--- src/rtl/irp_pkg.sv ---
package irp_pkg;
  localparam int INSN_W = 16;
  localparam int OP_W   = 4;
  localparam int REG_W  = 4;
  localparam int OP_LSB = INSN_W - OP_W;
  localparam int RD_LSB = OP_LSB - REG_W;
  localparam int RA_LSB = RD_LSB - REG_W;
  localparam int RB_LSB = RA_LSB - REG_W;

  typedef logic [INSN_W-1:0] insn_t;
  typedef logic [OP_W-1:0]   op_t;
  typedef logic [REG_W-1:0]  reg_t;

  localparam op_t OP_ADD  = 4'h0;
  localparam op_t OP_SUB  = 4'h1;
  localparam op_t OP_ADDI = 4'h2;
  localparam op_t OP_LOGR = 4'h3;
  localparam op_t OP_LOGI = 4'h4;
  localparam op_t OP_SHF  = 4'h5;
  localparam op_t OP_LDW  = 4'h6;
  localparam op_t OP_LDB  = 4'h7;
  localparam op_t OP_STW  = 4'h8;
  localparam op_t OP_STB  = 4'h9;
  localparam op_t OP_JAL  = 4'hA;
  localparam op_t OP_BR   = 4'hB;
  localparam op_t OP_CALL = 4'hC;
  localparam op_t OP_IMM  = 4'hD;
  localparam op_t OP_RSVE = 4'hE;
  localparam op_t OP_RSVF = 4'hF;

  localparam reg_t CALL_LINK = '1;

  function automatic op_t f_op(insn_t i);
    return i[OP_LSB +: OP_W];
  endfunction

  function automatic reg_t f_rd(insn_t i);
    return i[RD_LSB +: REG_W];
  endfunction

  function automatic reg_t f_ra(insn_t i);
    return i[RA_LSB +: REG_W];
  endfunction

  // instruction that must stay glued to its successor
  function automatic logic f_interlock(op_t op);
    return op inside {OP_ADD, OP_SUB, OP_ADDI, OP_SHF, OP_IMM};
  endfunction

  function automatic logic f_flow(op_t op);
    return op inside {OP_JAL, OP_BR, OP_CALL};
  endfunction

  function automatic logic f_uncond(op_t op);
    return op inside {OP_JAL, OP_CALL};
  endfunction

  function automatic logic f_no_result(op_t op);
    return op inside {OP_STW, OP_STB, OP_BR, OP_IMM, OP_RSVE, OP_RSVF};
  endfunction

  function automatic reg_t f_dest(op_t op, reg_t rd);
    return (op == OP_CALL) ? CALL_LINK : rd;
  endfunction

  function automatic insn_t f_jal_word(reg_t rd, reg_t ra, reg_t off);
    return {OP_JAL, rd, ra, off};
  endfunction
endpackage

--- src/rtl/irp_ir_stage.sv ---
module irp_ir_stage
  import irp_pkg::*;
(
  input  logic  clk,
  input  logic  rst_n,
  input  logic  advance,
  input  logic  fetch_ok,
  input  insn_t fetch_word,
  input  logic  inject,
  input  insn_t int_word,
  output insn_t dc_insn,
  output insn_t ex_insn
);
  insn_t spare_q;
  logic  spare_vld_q;
  insn_t src_w;

  always_comb begin
    if (inject)           src_w = int_word;
    else if (spare_vld_q) src_w = spare_q;
    else                  src_w = fetch_word;
  end

  always_ff @(posedge clk) begin
    if (!rst_n) begin
      dc_insn     <= '0;
      ex_insn     <= '0;
      spare_q     <= '0;
      spare_vld_q <= 1'b0;
    end else if (advance) begin
      dc_insn     <= src_w;
      ex_insn     <= dc_insn;
      spare_vld_q <= 1'b0;
    end else if (fetch_ok) begin
      spare_q     <= fetch_word;
      spare_vld_q <= 1'b1;
    end
  end
endmodule

--- src/rtl/irp_annul.sv ---
module irp_annul
  import irp_pkg::*;
(
  input  logic clk,
  input  logic rst_n,
  input  logic advance,
  input  op_t  ex_op,
  input  logic br_taken,
  output logic dc_annul,
  output logic ex_annul,
  output logic redirect
);
  assign redirect = !ex_annul &&
                    (f_uncond(ex_op) || (ex_op == OP_BR && br_taken));

  always_ff @(posedge clk) begin
    if (!rst_n) begin
      dc_annul <= 1'b1;
      ex_annul <= 1'b1;
    end else if (advance) begin
      dc_annul <= redirect;
      ex_annul <= redirect || dc_annul;
    end
  end
endmodule

--- src/rtl/irp_irq.sv ---
module irp_irq
  import irp_pkg::*;
(
  input  logic clk,
  input  logic rst_n,
  input  logic advance,
  input  logic irq,
  input  op_t  dc_op,
  input  logic redirect,
  output logic inject,
  output logic defer,
  output logic ret_hold
);
  logic pend_q;

  assign defer  = f_interlock(dc_op) || f_flow(dc_op) || redirect;
  assign inject = advance && pend_q && !defer;

  always_ff @(posedge clk) begin
    if (!rst_n) begin
      pend_q   <= 1'b0;
      ret_hold <= 1'b0;
    end else begin
      pend_q <= inject ? 1'b0 : (pend_q || irq);
      if (advance) ret_hold <= inject;
    end
  end
endmodule

--- src/rtl/irp_wb.sv ---
module irp_wb
  import irp_pkg::*;
(
  input  logic advance,
  input  op_t  ex_op,
  input  reg_t ex_rd,
  input  logic ex_annul,
  input  reg_t dc_ra,
  output logic rf_wr_en,
  output logic a_bypass
);
  reg_t dest_w;
  logic live_w;

  assign dest_w   = f_dest(ex_op, ex_rd);
  assign live_w   = !ex_annul && !f_no_result(ex_op) && (dest_w != '0);
  assign rf_wr_en = advance && live_w;
  assign a_bypass = live_w && (dc_ra == dest_w);
endmodule

--- src/rtl/irpipe_ctrl.sv ---
module irpipe_ctrl
  import irp_pkg::*;
#(
  parameter int LINK_REG = 14,
  parameter int VEC_BYTE = 16
) (
  input  logic              clk,
  input  logic              rst_n,
  input  logic              advance,
  input  logic              fetch_ok,
  input  logic [INSN_W-1:0] fetch_word,
  input  logic              irq,
  input  logic              br_taken,
  output logic [INSN_W-1:0] dc_insn,
  output logic [INSN_W-1:0] ex_insn,
  output logic              dc_annul,
  output logic              ex_annul,
  output logic              rf_wr_en,
  output logic              a_bypass,
  output logic              ret_hold
);
  localparam insn_t INT_WORD =
    f_jal_word(reg_t'(LINK_REG), '0, reg_t'(VEC_BYTE / 2));

  logic redirect_w;
  logic inject_w;
  logic defer_w;
  op_t  dc_op_w;
  op_t  ex_op_w;
  reg_t ex_rd_w;
  reg_t dc_ra_w;

  assign dc_op_w = f_op(dc_insn);
  assign ex_op_w = f_op(ex_insn);
  assign ex_rd_w = f_rd(ex_insn);
  assign dc_ra_w = f_ra(dc_insn);

  irp_ir_stage u_ir (
    .clk(clk), .rst_n(rst_n), .advance(advance), .fetch_ok(fetch_ok),
    .fetch_word(fetch_word), .inject(inject_w), .int_word(INT_WORD),
    .dc_insn(dc_insn), .ex_insn(ex_insn)
  );

  irp_annul u_annul (
    .clk(clk), .rst_n(rst_n), .advance(advance), .ex_op(ex_op_w),
    .br_taken(br_taken), .dc_annul(dc_annul), .ex_annul(ex_annul),
    .redirect(redirect_w)
  );

  irp_irq u_irq (
    .clk(clk), .rst_n(rst_n), .advance(advance), .irq(irq),
    .dc_op(dc_op_w), .redirect(redirect_w), .inject(inject_w),
    .defer(defer_w), .ret_hold(ret_hold)
  );

  irp_wb u_wb (
    .advance(advance), .ex_op(ex_op_w), .ex_rd(ex_rd_w),
    .ex_annul(ex_annul), .dc_ra(dc_ra_w), .rf_wr_en(rf_wr_en),
    .a_bypass(a_bypass)
  );
endmodule

--- config.mk ---
export PLATFORM = sky130hd
export DESIGN_NAME = irpipe_ctrl
export DESIGN_NICKNAME = d
export VERILOG_FILES = /design/src/rtl/irp_pkg.sv /design/src/rtl/irp_ir_stage.sv /design/src/rtl/irp_annul.sv /design/src/rtl/irp_irq.sv /design/src/rtl/irp_wb.sv /design/src/rtl/irpipe_ctrl.sv
export SDC_FILE = /design/constraint.sdc
export NUM_CORES = 1
export LEC_CHECK = 0
export CAP_MARGIN = 20
export CELL_PAD_IN_SITES_DETAIL_PLACEMENT = 1
export CELL_PAD_IN_SITES_GLOBAL_PLACEMENT = 1
export CORE_MARGIN = 2
export CORE_UTILIZATION = 39
export CTS_CLUSTER_DIAMETER = 40
export DETAILED_ROUTE_END_ITERATION = 8
export PLACE_DENSITY = 0.9
export SLEW_MARGIN = 15
export SYNTH_ARGS = -nofsm -noshare
export SYNTH_HDL_FRONTEND = slang
export SYNTH_SLANG_ARGS = --single-unit
--- constraint.sdc ---
create_clock -name clk -period 4.2 [get_ports clk]
set_clock_uncertainty 0.05 [all_clocks]
set_input_delay 0.63 -clock clk [delete_from_list [all_inputs] [get_ports clk]]
set_output_delay 0.63 -clock clk [all_outputs]
set_load 0.005 [all_outputs]
==> out/results.txt <==
Summed over all layers, the routed wires come to 5.813 mm. Measured along the y axis, the die boundary spans 80.88 um. The worst setup path is of the reg -> out kind. The pin count of the biggest net entering global routing is 40, and the peak fanout along the critical path is 6. At the later pin of the worst-skew pair, clock insertion delay measures 0.30 ns. The per-instance average area after synthesis was 9.407 sq um; the count of nets left with antenna violations after detail routing was 0.

VDD sags by at most 0.1608 mV. The final critical path time including I/O delays and setup was 2.936 ns; the total negative setup slack was 0 ns. The run gives 0 as the number of antenna violations at the first check in global routing.

For this run, the post-layout net count is 318. For the final antenna diode count, the log shows 0. The count of routing violations after the opening detailed-route iteration is 81, and the highest attainable clock frequency is 340.6 MHz.

After clock tree synthesis, the clock-pin slew on the worst setup and hold paths is 0.09 ns. The netlist uses 34 different library cells. The post-synthesis sequential area ratio was 46.04%. The first global-routing pass estimated 9.611 mm of wire. Setup repair after global routing left no endpoint under its margin. The logs give 267 for the post-synthesis net count and 5608 sq um for the core area. The placed cell count was 360. The layout overhead on the synthesized area was 30.18%. The cell count after synthesis came out at 245. The share of the synthesized area in the top cell type works out to 46.04%. The overall overflow remaining after global route came out at 0. The clock tree synthesis step divided the H-tree into 2 levels.

In the final layout, the share of cells above drive strength 1 is 4.377%. In the layout the commonest cells are 58 x clkdlybuf4s50_1, 53 x dfxtp_1, 47 x nand2_1, 32 x mux2i_1, 19 x nor2b_1. Dividing total power by cell area gives a power density of 327.0 nW/um^2. The run gives 1.089 nW as the static leakage power. The initial utilization of the core area, before any placement, comes to 41.10%. The width of the die is 80.88 um. Counting flops and latches in the post-synthesis netlist gives 53. Routability-driven placement finished with a final weighted congestion of 0.7433.

In the final routed layout, each cell accounts on average for 15.75 um. In the global route stage, overall resource usage came out at 18.90%. The netlist area before placement was 2305 sq um.

The run finished with clean final reports. The largest total area in the synthesized netlist belongs to dfxtp_1. At the pin with the least slew margin, the transition time is 0.9684 ns. The floorplan step defined a die boundary enclosing 6541 sq um. The longest clock path from root to sink contains 2 buffers. The number of pins exceeding their max-slew limit in the final report was 0. TritonCTS built the clock tree. For the required time of the critical path, the log shows 3.52 ns. Setup violations remaining at the end of the flow were counted as 0. The initialized floorplan defines 27 standard-cell rows. After clock tree synthesis, the setup repair step added 0 buffers. For this run, the number of Yosys warnings is 0. STA puts the critical path data arrival time at 2.26 ns. Across the run, the number of max-cap violations was 0.

In the routed design, unresolved DRC markers number 0. The logs give 59 for the number of I/O pins and 4.318 mm for the half-perimeter wire length of the detailed placement result. Clock tree synthesis inserted a total of 5 buffers. For this design, the sink count on the clock tree is 53. By area the synthesized netlist is led by dfxtp_1 46%, mux2i_1 14%, nand2_1 7.7%, nor2b_1 5.2%, a21boi_0 4.9%. The number of global-route vias before repair is 2031, and the number of gates resized after cts is 0.

For the relative slew slack, the log shows 35.35%. The worst hold path class was reg -> reg. The number of detailed-routing iterations run before antenna repair came out at 4.

Across all layers, the routed design uses 1940 vias. Final cycle utilization of the critical path: 69.89%. The worst setup path is launched from a flop. The tools report the kind of capture point of the worst setup path as an output port. The finished layout holds 369 standard cells, fillers aside. Final hold analysis gives a worst-case slack of 0.4062 ns. The average vias per placed instance is 5.257. The cell sitting at the root of the clock tree is a clkbuf_8.

The hold violation total from the final report is 0, and the port buffer count is 58. The number of hold-repair buffers added at the cts stage is 0. The most common cell after layout, fill and taps aside was clkdlybuf4s50_1.
==> report_power, final <==
part           switching [W]  internal [W]  total, W
Clock               0.000156      0.000116  0.000272
Combinational      0.0000644     0.0000866  0.000151
Sequential         0.0000290      0.000529  0.000558
Total               0.000250      0.000731  0.000981
==> registers in the layout, indices dropped and copies added, names as in the netlist <==
name and cells:
u_ir.spare_vld_q 1, u_annul.ex_annul 1, u_irq.ret_hold 1, u_ir.ex_insn 16, u_annul.dc_annul 1, u_ir.spare_q 16
u_ir.dc_insn 16, u_irq.pend_q 1
==> cell type report <==
| class | count | area [sq um] |
|---|---|---|
| clock buffer | 6 | 72.57 |
| tap | 72 | 90.09 |
| timing repair buffer | 61 | 603.1 |
| clock inverter | 2 | 10.01 |
| fill | 644 | 2608 |
| sequential | 53 | 1061 |
| multi-input combinational | 174 | 1160 |
| inverter | 1 | 3.754 |
==> cell usage after synthesis <==
master,instances
nand2_1,47
nor2b_1,19
a31oi_1,6
nor2_1,3
o21ai_2,1
a221oi_2,1
nor3b_2,1
dfxtp_1,53
mux2i_1,32
xnor2_1,1
nand2b_1,2
a221o_1,1
inv_1,1
buf_2,7
a32oi_1,2
nor4_1,1
or3b_1,1
a21o_1,1
o31ai_1,12
or4bb_1,2
nor3b_1,1
nand4bb_1,1
o21a_1,1
nand3b_1,2
o21ai_0,9
a21oi_1,4
a21boi_0,15
and2b_1,1
a21boi_1,2
and2_1,1
xor2_1,2
clkbuf_1,9
o21ai_1,2
buf_6,1
==> per-stage QoR <==
stage | setup WS (ns) | total power, W | cell area [sq um] | util, %
final | 1.264 | 0.0009811 | 3000 | 53.50
after global routing | 1.077 | 0.001028 | 3000 | 53.50
after CTS | 1.243 | 0.0009953 | 2993 | 53.37
after detailed placement | 1.326 | 0.0007220 | 2910 | 51.90
after global placement | 1.345 | 0.0007130 | 2910 | 51.90
after floorplan | 2.260 | 0.0006393 | 2305 | -
==> path summary, 6_finish.rpt <==
kind / to / from / slack, ns / cells past startpoint
max reg2reg: u_ir.dc_insn[8] / u_ir.ex_insn[13] / 2.41 / 4
min: u_ir.spare_q[13] / u_ir.spare_q[13] / 0.41 / 2
min reg2reg: u_ir.spare_q[13] / u_ir.spare_q[13] / 0.41 / 2
max: a_bypass / u_ir.ex_insn[13] / 1.26 / 5
==> layer usage <==
metal | track usage [%] | vias up | wire (um)
li1 | - | 954 | -
met4 | 4.576 | 0 | 61
met5 | 0 | - | 0
met1 | 22.41 | 943 | 2570
met2 | 35.37 | 37 | 3014
met3 | 3.000 | 6 | 167
==> logic make-up after synthesis <==
logic type | count (synthesis) | synth area share, %
muxes | 32 | 13.90
AOI/OAI and AO/OA | 57 | 17.21
and+or+nand+nor | 82 | 18.08
DFF | 53 | 46.04
xor gates and xnor gates | 3 | 1.140
buffers and inverters | 18 | 3.637
==> critical path: stages (launching register included) <==
cell	delay [ns]
dfxtp_1	0.44
or3b_1	0.38
a21o_1	0.19
a21oi_1	0.18
nor3b_1	0.23
clkdlybuf4s50_1	0.53
Power figures use the tool's default switching activity.
